File: src/rtl/ptp_snap_pkg.sv
package ptp_snap_pkg;
  localparam int OFS_IPVER   = 14;
  localparam int OFS_PORT_HI = 36;
  localparam int OFS_PORT_LO = 37;
  localparam int OFS_TYPE    = 42;
  localparam int OFS_UUID0   = 64;
  localparam int UUID_BYTES  = 6;
  localparam int OFS_SEQ_HI  = 72;
  localparam int OFS_LAST    = 73;
  localparam logic [7:0]  IPV4_TAG   = 8'h45;
  localparam logic [15:0] EVENT_PORT = 16'd319;
  typedef enum logic [3:0] {MSG_SYNC = 4'd0, MSG_DREQ = 4'd1} ptp_msg_e;
endpackage

File: src/rtl/ptp_frame_parser.sv
module ptp_frame_parser
  import ptp_snap_pkg::*;
#(
  parameter int TS_W  = 64,
  parameter int IDX_W = 7
) (
  input  logic            clk,
  input  logic            rst_n,
  input  logic            sfd,
  input  logic            vld,
  input  logic [7:0]      data,
  input  logic [TS_W-1:0] systime,
  input  logic [3:0]      want_type,
  output logic            commit,
  output logic [TS_W-1:0] prov_ts
);
  localparam logic [IDX_W-1:0] I_MAX  = {IDX_W{1'b1}};
  localparam logic [IDX_W-1:0] I_IP   = IDX_W'(OFS_IPVER);
  localparam logic [IDX_W-1:0] I_PH   = IDX_W'(OFS_PORT_HI);
  localparam logic [IDX_W-1:0] I_PL   = IDX_W'(OFS_PORT_LO);
  localparam logic [IDX_W-1:0] I_TY   = IDX_W'(OFS_TYPE);
  localparam logic [IDX_W-1:0] I_LAST = IDX_W'(OFS_LAST);

  logic [IDX_W-1:0] idx;
  logic             ok;
  logic             beat;
  logic             field_ok;

  assign beat = vld && !sfd;

  always_comb begin
    if (idx == I_IP)      field_ok = (data == IPV4_TAG);
    else if (idx == I_PH) field_ok = (data == EVENT_PORT[15:8]);
    else if (idx == I_PL) field_ok = (data == EVENT_PORT[7:0]);
    else if (idx == I_TY) field_ok = (data[3:0] == want_type);
    else                  field_ok = 1'b1;
  end

  assign commit = beat && ok && field_ok && (idx == I_LAST);

  always_ff @(posedge clk or negedge rst_n) begin
    if (!rst_n) begin
      idx     <= '0;
      ok      <= 1'b0;
      prov_ts <= '0;
    end else if (sfd) begin
      idx     <= '0;
      ok      <= 1'b1;
      prov_ts <= systime;
    end else if (beat) begin
      if (idx != I_MAX) idx <= idx + 1'b1;
      ok <= ok && field_ok && (idx != I_LAST);
    end
  end
endmodule

File: src/rtl/ptp_id_grab.sv
module ptp_id_grab
  import ptp_snap_pkg::*;
#(
  parameter int IDX_W = 7
) (
  input  logic        clk,
  input  logic        rst_n,
  input  logic        sfd,
  input  logic        vld,
  input  logic [7:0]  data,
  output logic [47:0] uuid_sh,
  output logic [15:0] seq_now
);
  localparam logic [IDX_W-1:0] I_MAX = {IDX_W{1'b1}};
  localparam logic [IDX_W-1:0] I_U0  = IDX_W'(OFS_UUID0);
  localparam logic [IDX_W-1:0] I_UN  = IDX_W'(OFS_UUID0 + UUID_BYTES - 1);
  localparam logic [IDX_W-1:0] I_SH  = IDX_W'(OFS_SEQ_HI);

  logic [IDX_W-1:0] idx;
  logic [7:0]       seq_hi;

  assign seq_now = {seq_hi, data};

  always_ff @(posedge clk or negedge rst_n) begin
    if (!rst_n) begin
      idx     <= '0;
      uuid_sh <= '0;
      seq_hi  <= '0;
    end else if (sfd) begin
      idx <= '0;
    end else if (vld) begin
      if (idx != I_MAX) idx <= idx + 1'b1;
      if (idx >= I_U0 && idx <= I_UN) uuid_sh <= {uuid_sh[39:0], data};
      if (idx == I_SH) seq_hi <= data;
    end
  end
endmodule

File: src/rtl/ptp_snap_reg.sv
module ptp_snap_reg #(
  parameter int TS_W = 64
) (
  input  logic            clk,
  input  logic            rst_n,
  input  logic            all_mode,
  input  logic            sfd,
  input  logic [TS_W-1:0] systime,
  input  logic            commit,
  input  logic [TS_W-1:0] prov_ts,
  input  logic            clr,
  output logic [TS_W-1:0] snap,
  output logic            locked,
  output logic            took
);
  assign took = commit && !all_mode && !locked;

  always_ff @(posedge clk or negedge rst_n) begin
    if (!rst_n) begin
      snap   <= '0;
      locked <= 1'b0;
    end else begin
      if (all_mode && sfd) snap <= systime;
      else if (took)       snap <= prov_ts;
      if (all_mode)        locked <= 1'b0;
      else if (took)       locked <= 1'b1;
      else if (clr)        locked <= 1'b0;
    end
  end

  p_lock_hold_r7: assert property (@(posedge clk) disable iff (!rst_n)
    locked && !clr && !all_mode |=> locked);
  p_snap_hold_r7: assert property (@(posedge clk) disable iff (!rst_n)
    locked && !clr && !all_mode |=> $stable(snap));
  p_all_unlocked_r2: assert property (@(posedge clk) disable iff (!rst_n)
    all_mode |=> !locked);
  p_lock_rise_r4: assert property (@(posedge clk) disable iff (!rst_n)
    $rose(locked) |-> !$past(all_mode) && $past(commit));
endmodule

File: src/rtl/ptp_snap.sv
module ptp_snap
  import ptp_snap_pkg::*;
#(
  parameter int TS_W  = 64,
  parameter int IDX_W = 7
) (
  input  logic            clk,
  input  logic            rst_n,
  input  logic [TS_W-1:0] systime,
  input  logic            master_mode,
  input  logic            all_frames,
  input  logic            rx_valid,
  output logic            rx_ready,
  input  logic            rx_sfd,
  input  logic [7:0]      rx_data,
  input  logic            tx_valid,
  output logic            tx_ready,
  input  logic            tx_sfd,
  input  logic [7:0]      tx_data,
  input  logic            rx_lock_clr,
  input  logic            tx_lock_clr,
  output logic [TS_W-1:0] rx_snap,
  output logic            rx_locked,
  output logic [TS_W-1:0] tx_snap,
  output logic            tx_locked,
  output logic [47:0]     rx_uuid,
  output logic [15:0]     rx_seq
);
  logic [3:0]      rx_want, tx_want;
  logic            rx_commit, tx_commit, rx_took, tx_took;
  logic [TS_W-1:0] rx_prov, tx_prov;
  logic [47:0]     uuid_sh;
  logic [15:0]     seq_now;
  logic            rx_beat;

  assign rx_ready = 1'b1;
  assign tx_ready = 1'b1;
  assign rx_beat  = rx_valid && rx_ready && !rx_sfd;
  assign rx_want  = master_mode ? MSG_DREQ : MSG_SYNC;
  assign tx_want  = master_mode ? MSG_SYNC : MSG_DREQ;

  ptp_frame_parser #(.TS_W(TS_W), .IDX_W(IDX_W)) u_rx_parse (
    .clk, .rst_n, .sfd(rx_sfd), .vld(rx_valid && rx_ready), .data(rx_data),
    .systime, .want_type(rx_want), .commit(rx_commit), .prov_ts(rx_prov));

  ptp_frame_parser #(.TS_W(TS_W), .IDX_W(IDX_W)) u_tx_parse (
    .clk, .rst_n, .sfd(tx_sfd), .vld(tx_valid && tx_ready), .data(tx_data),
    .systime, .want_type(tx_want), .commit(tx_commit), .prov_ts(tx_prov));

  ptp_id_grab #(.IDX_W(IDX_W)) u_rx_id (
    .clk, .rst_n, .sfd(rx_sfd), .vld(rx_beat), .data(rx_data),
    .uuid_sh, .seq_now);

  ptp_snap_reg #(.TS_W(TS_W)) u_rx_snap (
    .clk, .rst_n, .all_mode(all_frames), .sfd(rx_sfd), .systime,
    .commit(rx_commit), .prov_ts(rx_prov), .clr(rx_lock_clr),
    .snap(rx_snap), .locked(rx_locked), .took(rx_took));

  ptp_snap_reg #(.TS_W(TS_W)) u_tx_snap (
    .clk, .rst_n, .all_mode(all_frames), .sfd(tx_sfd), .systime,
    .commit(tx_commit), .prov_ts(tx_prov), .clr(tx_lock_clr),
    .snap(tx_snap), .locked(tx_locked), .took(tx_took));

  always_ff @(posedge clk or negedge rst_n) begin
    if (!rst_n) begin
      rx_uuid <= '0;
      rx_seq  <= '0;
    end else if (rx_took) begin
      rx_uuid <= uuid_sh;
      rx_seq  <= seq_now;
    end
  end

  p_rx_take_beat_r4: assert property (@(posedge clk) disable iff (!rst_n)
    rx_took |-> rx_valid && !rx_sfd);
  p_tx_take_beat_r4: assert property (@(posedge clk) disable iff (!rst_n)
    tx_took |-> tx_valid && !tx_sfd);
  p_id_hold_r6: assert property (@(posedge clk) disable iff (!rst_n)
    !rx_took |=> $stable(rx_uuid) && $stable(rx_seq));
  p_ready_r9: assert property (@(posedge clk) disable iff (!rst_n)
    rx_ready && tx_ready);
endmodule

File: config.mk
export PLATFORM = sky130hd
export DESIGN_NAME = ptp_snap
export DESIGN_NICKNAME = d
export VERILOG_FILES = /design/src/rtl/ptp_snap_pkg.sv /design/src/rtl/ptp_frame_parser.sv /design/src/rtl/ptp_id_grab.sv /design/src/rtl/ptp_snap_reg.sv /design/src/rtl/ptp_snap.sv
export SDC_FILE = /design/constraint.sdc
export NUM_CORES = 1
export LEC_CHECK = 0
export BUFFER_PORTS_ARGS = -buffer_cell sky130_fd_sc_hd__clkbuf_2
export CAP_MARGIN = 5
export CORE_AREA = 2 2 281 283
export DETAILED_ROUTE_END_ITERATION = 16
export DIE_AREA = 0 0 283 285
export SLEW_MARGIN = 20
export SYNTH_ARGS = -nofsm -noshare
export SYNTH_HDL_FRONTEND = slang
export SYNTH_HIERARCHICAL = 1
export SYNTH_SLANG_ARGS = --single-unit
File: constraint.sdc
create_clock -name clk -period 7.8 [get_ports clk]
set_input_delay 1.56 -clock clk [delete_from_list [all_inputs] [get_ports clk]]
set_output_delay 1.56 -clock clk [all_outputs]
set_load 0.02 [all_outputs]
==> summary by stage, run 1 <==
Status
The flow ran to the end, and the final reports show no timing, DRC or antenna violations.

Timing
The max-slew headroom at the worst pin is ~28%. Setup total negative slack on the finished layout was measured at 0 ns. The worst hold-check slack is about 0.50 ns.

Setup repair after global routing left no endpoint under its margin. The final-report hold violation count is 0. The clock skew after layout is about 0.0082 ns. Based on the critical path, the design can be clocked at up to 0.2013 GHz. The actual slew at the worst max-slew pin is ~1.1 ns. The number of slew-limit violations in the final report is 0.

The worst path in the final design needs a cycle of 4.968 ns, including I/O delays and setup. Dividing the final minimum period by the clock period gives a little under two thirds. The number of failing setup endpoints in the final timing report is 0.

Global routing
The total congestion overflow is 0. The number of antenna violations at the first check in global routing is 6. In the global route stage, met2 resource usage came out at 20.60%. The most congested layer reported by global routing is met2. For this run, global-route usage on met1 was measured as 17.69%.

The global-route usage over all layers is a little over an eighth. The number of global-route vias before repair is 13,800. The met3 track demand over resource is between 4 and 5%. The first global-routing pass estimated roughly 85 mm of wire. Entering global routing, the biggest net connects approximately 210 pins.

Critical path
The largest delay contributor family on the critical path is simple AND/OR/NAND/NOR gates. In this run the worst setup path begins at rx_data[5]. The depth of the worst register-to-register path is 10.

The number of buffers and inverters on the critical path is 3. The cell at the slowest stage of the critical path is clkinv_2. The worst reg-to-reg setup slack is between 3 and 4 ns. The required time at the endpoint of the critical path is around 8.3 ns. STA classifies the critical path startpoint as an input port. The biggest fanout along the worst timing path is 43. The critical path is of the in2reg type. The data arrival time of the critical path is ~5.4 ns. The capturing element type of the critical path is a register. The signal on the critical path passes through clkbuf_2 > or4b_4 > nor3_4 > a31oi_1 > a2111oi_4 > or3b_4 > clkinv_2 > buf_4 > mux2_2. The end of the worst register-to-register path is rx_seq[9]. In this run the critical register-to-register path is launched from u_rx_parse/idx[0]. The maximum single-stage delay on the critical path is about 0.8 ns.

Clocking
The TritonCTS clock tree is built. The root buffer cell is clkbuf_16. Once the clock tree was built, the resizer swapped 0 gates to a different size.

The total of hold buffers inserted after clock tree synthesis is 0. The clock input transition at the sequential cells of the worst setup and hold paths is roughly 0.06 ns. TritonCTS created 48 clock buffers. The number of H-tree levels is 2. The number of setup buffers added after CTS is 0. For the worst-skew pair, the clock arrives at the later sink with an insertion delay of approximately 0.57 ns. The maximum number of buffers from clock root to sink is 3. Counting every sink on the clock net gives 401.

Placement
The final weighted congestion of routability-driven global placement is between 0.7 and 0.8. The wire-length estimate of the detail-placed layout is 33.71 mm. The number of buffer cells added on primary ports is 283. The placement-stage cell area is between 20,000 and 25,000 sq um.

Floorplan
From bottom edge to top edge, the die measures between 200 and 300 microns. The number of placement rows is a little over 100. The region available for standard cell placement spans between 70,000 and 80,000 sq um. The die covers slightly above 80,000 sq um.

The die is ~280 microns wide. The initial cell density of the core is between 20% and 30%. For this design the top-level I/O count stands at around 290.

Pwr
The leakage component of the power is around 10 nW. The power share of the sequential group is 44.7%. Power spread over the standard cell area amounts to 227.4 nW/um^2.

The clock group share of total power is between 40% and 50%. IR analysis of the VDD net gives a maximum drop of around 0.00015 V. The combinational cell fraction of total power is between 10 and 15%. Summed over all nets, the switching power comes to between 1 and 1.5 mW. In this run switching power makes up a little over a quarter of total power. Internal power comes to ~3.8 mW.

Routing
The number of iterations in the first detailed-routing pass is 7. The wire length reported by the detailed router is 54.50 mm. After detailed routing, the average wire length per cell comes to between 15 and 20 microns. Summing over every cut layer, the via total after detailed routing is 13,260. After the first detailed-routing iteration, the DRC count stood at 865. In this run the remaining antenna-violating nets after routing total 0. After detailed routing, the number of remaining DRC violations is 0. The per-cell via count in the routed design is between 4 and 5.

Synth
Each instance of the synthesized netlist takes up on average roughly 13 sq um. The Yosys warning count is 6. The area of the mapped netlist is a little under 20,000 sq um.

Synthesis produced a netlist whose cell count is around 1,500.

Layout
Once layout is done, the placed cells without fillers occupy about 23,000 sq um. After the last flow step, the layout net total stands at around 1,800. The fraction of layout instances using a drive strength above 1 is 42.07%. The layout has between 7,000 and 8,000 filler cells. The layout overhead on the synthesized area is 19.34%. The antenna cell count is 0.

Run
The count of maximum capacitance violations is 0.

Hold path
The end point of the most critical hold path is rx_uuid[46]. The startpoint identified for the worst hold timing path is u_rx_id/uuid_sh[46]. The worst min-delay path class is reg2reg. Counting instances, the worst hold path has a depth of 1.
per-stage QoR:
| stage | setup WS (ns) | instances | util (%) | total power, mW |
|---|---|---|---|---|
| floorplan | 3.488 | 1494 | - | 2.744 |
| global placement | 2.318 | 2700 | 27.40 | 3.001 |
| detailed placement | 2.255 | 2700 | 27.40 | 3.027 |
| CTS | 2.869 | 2783 | 29.40 | 5.300 |
| global route | 2.661 | 2783 | 29.41 | 5.452 |
| finish | 2.832 | 2783 | 29.41 | 5.213 |
per-layer routing:
metal  up-vias  share of wire (%)
li1       5900                  -
met1      6895                 45
met2       383                 45
met3        70                7.9
met4         8                1.7
met5         -               0.10
final cells by class:
class                           instances  area (sq um)  share of cell area, %
Sequential cell                       401         10040                  43.80
Multi-Input combinational cell        806          7866                  34.31
Timing Repair Buffer                  300          1604                  6.996
Clock buffer                           66          1360                  5.932
Tap cell                             1050          1314                  5.730
Inverter                              143         538.0                  2.347
Clock inverter                         17         202.7                 0.8841
power groups by stage:
stage / clock network [mW] / registers (mW) / logic (mW)
5_1_grt: 2.39 / 2.35 / 0.711
6_report: 2.23 / 2.33 / 0.652
4_1_cts: 2.31 / 2.33 / 0.661
2_1_floorplan: 0 / 2.45 / 0.293
3_5_place_dp: 0 / 2.37 / 0.660
3_3_place_gp: 0 / 2.36 / 0.642
worst max path at each step:
stage,slack [ns],endpoint,depth (start not counted)
6_report,2.83,rx_seq[12],9
5_1_grt,2.66,rx_uuid[47],9
4_1_cts,2.87,rx_seq[12],9
3_5_place_dp,2.26,rx_seq[15],9
3_3_place_gp,2.32,rx_seq[12],9
2_1_floorplan,3.49,rx_seq[0],11
placed cells by master, fill, tap and decap left out, types with 10 or more instances in the layout:
cell / count
inv_1: 141
nor2_1: 25
a221oi_1: 32
a221oi_2: 98
dfrtp_1: 399
a21oi_1: 131
mux2_2: 171
mux2_1: 10
nand3_1: 11
mux2_4: 70
clkbuf_16: 49
clkbuf_1: 10
nor4b_1: 130
buf_4: 14
clkbuf_2: 279
ha_1: 11
state kept, by name, indices dropped and copies added (netlist names):
| register | flops |
|---|---|
| u_tx_parse/ok | 1 |
| u_tx_parse/prov_ts | 64 |
| u_rx_parse/prov_ts | 64 |
| u_rx_parse/ok | 1 |
| rx_seq | 16 |
| rx_uuid | 48 |
| u_rx_snap/snap | 64 |
| u_rx_snap/locked | 1 |
| u_rx_parse/idx | 7 |
| u_tx_parse/idx | 7 |
| u_rx_id/uuid_sh | 48 |
| u_rx_id/seq_hi | 8 |
| u_rx_id/idx | 7 |
| u_tx_snap/snap | 64 |
| u_tx_snap/locked | 1 |
No activity file was read; power rests on OpenSTA's default activity.
==> inputs of run 2 (changes only) <==
Clock period 7.8 ns to 5.1 ns, I/O delays scaled along.
==> summary by stage, run 2 (synthesized netlist as in run 1, its figures left out) <==
Floorplan
The number of placement rows is ~100. From left edge to right edge, the die measures roughly 280 microns. The standard cell core area is slightly below 80,000 sq um. The vertical die dimension is about 290 microns. During I/O placement, the number of pins put on the boundary was between 200 and 300.

The die footprint is between 80,000 and 90,000 sq um. The initial cell density of the core is around 25%.

Pwr
In this run the power density over the cells is about 350 nW/um^2. The leakage component of the power is between 10 and 15 nW. Total power for the finished layout comes to approximately 8 mW.

The maximum ir drop on the vdd rail is between 0.0002 and 0.00025 V.

Timing
The post-route fraction of the period consumed by the critical path is about three quarters. Setup violations remaining at the end of the flow were counted as 0. The number of slew-limit violations in the final report is 0. The post-route setup TNS is 0 ns.

At the pin with the least slew margin, the transition time is 1.071 ns. For the final database, setup skew stands at between 0.02 and 0.025 ns. Derived from the worst setup path, the maximum achievable clock frequency is 0.2575 GHz. The final worst setup slack is between 1 and 1.5 ns. Setup repair after global routing left no endpoint under its margin.

The max-slew headroom at the worst pin is 28.62%. The time the worst path needs with I/O delays and setup is approximately 3.9 ns. The final-report hold violation count is 0.

Clocking
The maximum number of buffers from clock root to sink is 3. Post-CTS repair changed the size of 0 cells. The buffer count from post-CTS setup fixing is 0.

The clock buffer count from CTS is 48. The TritonCTS clock tree is built. The clock reaches the later pin of the worst-skew pair after 0.57 ns. The clock input transition at the sequential cells of the worst setup and hold paths is about 0.06 ns. The total of hold buffers inserted after clock tree synthesis is 0. The H-tree was split into 2 levels. The clock drives 401 sinks. The root buffer cell is clkbuf_16.

Critical path
The data arrival time of the critical path is between 4 and 5 ns. The depth of the worst register-to-register path is 10. The worst register-to-register path begins at u_rx_parse/idx[0]. The worst reg-to-reg setup slack is around 1.5 ns. The required time at the endpoint of the critical path is between 5 and 6 ns. The startpoint type of the worst setup path is an input port.

The worst setup path is captured at a register. The critical path in this run is classified as in2reg. The end of the worst register-to-register path is rx_uuid[12]. Along the worst path, the maximum fanout reaches 28.

Routing
The pre-antenna-repair detailed-routing pass consisted of 5 iterations. The final layout contains routed wiring with a total length of around 56 mm. The routed wire length per instance is roughly 20 microns. Once detail routing completed, the nets flagged for antenna violations numbered 0.

The number of remaining DRC errors is 0. After detailed routing, the number of vias per cell comes to 4.832. The total number of vias is between 10,000 and 15,000. The first routing iteration left ~1,000 violations.

Layout
The fill cell instance count of the final layout is 7,943. Leaving out fill and tap cells, the most frequent cells in the layout are dfrtp_1 (399), clkbuf_2 (279), mux2_2 (171). In the final layout, the multi-input gates occupy about 7900 sq um. The storage element area is 10,040 sq um.

The final layout contains 1,811 nets. The area growth from synthesis to layout is 20.40%. Cells with a size suffix above 1 make up around 43% of the layout. The commonest non-fill, non-tap cell in the layout is dfrtp_1.

Global routing
The total congestion overflow is 0. The global-route usage over all layers is 13.59%. Entering global routing, the biggest net connects 111 pins.

The number of global-route vias before repair is 14,160. The wire length of the first global-routing pass is a little under 90 mm. The number of antenna violations at the first check in global routing is 3.

Placement
The final weighted congestion of routability-driven global placement is just under 0.8. During placement, the flow inserted port buffers numbering 283. OpenSTA, run right after detailed placement, puts the worst setup slack at approximately 0.67 ns. Detailed placement finished with a half-perimeter wire length of between 30 and 40 mm.

Status
The flow ran to the end, and the final reports show no timing, DRC or antenna violations.

Hold path
The min-delay analysis places its worst path in the category in2async.

Run
The count of maximum capacitance violations is 0.
run 2: cell types whose count changed in the layout (fill, tap and decap cells not counted):
cell        change
buf_4           +8
clkbuf_1        -5
clkbuf_8        +4
inv_6           +4
buf_12          +3
clkinvlp_4      -3
clkinv_2        +2
buf_6           -1
bufinv_16       +1
clkinv_4        -1
diode_2         +1
inv_8           +1
run 2: metrics by stage:
stage / utilization [%] / hold slack, ns / cells / instance area [sq um]
2_1_floorplan: - / 0.4749 / 1494 / 19230
4_1_cts: 29.64 / 0.4763 / 2795 / 23110
6_report: 29.67 / 0.4865 / 2797 / 23130
3_3_place_gp: 27.52 / 0.4883 / 2709 / 21450
3_5_place_dp: 27.52 / 0.4875 / 2709 / 21450
5_1_grt: 29.66 / 0.5060 / 2796 / 23130
run 2: how the worst max path moves through the flow:
stage	startpoint	endpoint	slack [ns]
3_3_place_gp	rx_data[5]	rx_uuid[42]	0.70
6_report	rx_data[5]	rx_uuid[12]	1.22
3_5_place_dp	rx_data[5]	rx_uuid[33]	0.67
2_1_floorplan	rx_data[5]	rx_seq[0]	1.33
4_1_cts	rx_data[5]	rx_uuid[12]	1.27
5_1_grt	rx_data[5]	rx_uuid[12]	1.14
run 2: critical path, stage by stage:
cell and delay, ns:
clkbuf_2 0.13, or4b_4 0.56, nor3_4 0.22, a31oi_1 0.17
a2111oi_4 0.39, or3b_4 0.66, clkinv_2 0.52, buf_12 0.30
mux2_4 0.32
run 2: power breakdown:
part	switching [mW]	internal, mW	total [mW]
Combinational	0.638	0.374	1.01
Clock	1.39	2.18	3.57
Sequential	0.145	3.42	3.57
Total	2.17	5.97	8.14
run 2: layer usage:
layer / GRT usage [%] / up-vias / routed length (microns)
li1: - / 5931 / -
met1: 17.91 / 7118 / 25050
met2: 21.76 / 409 / 26080
met3: 4.264 / 54 / 4266
met4: 3.098 / 2 / 755
met5: 0 / - / 12
run 2: layout make-up:
type	instances	share of cell area [%]
multi-input combinational	806	34.01
tap	1050	5.680
antenna	1	0.01082
clock inverter	21	1.114
timing repair buffer	310	7.406
sequential	401	43.42
inverter	143	2.326
clock buffer	65	6.037
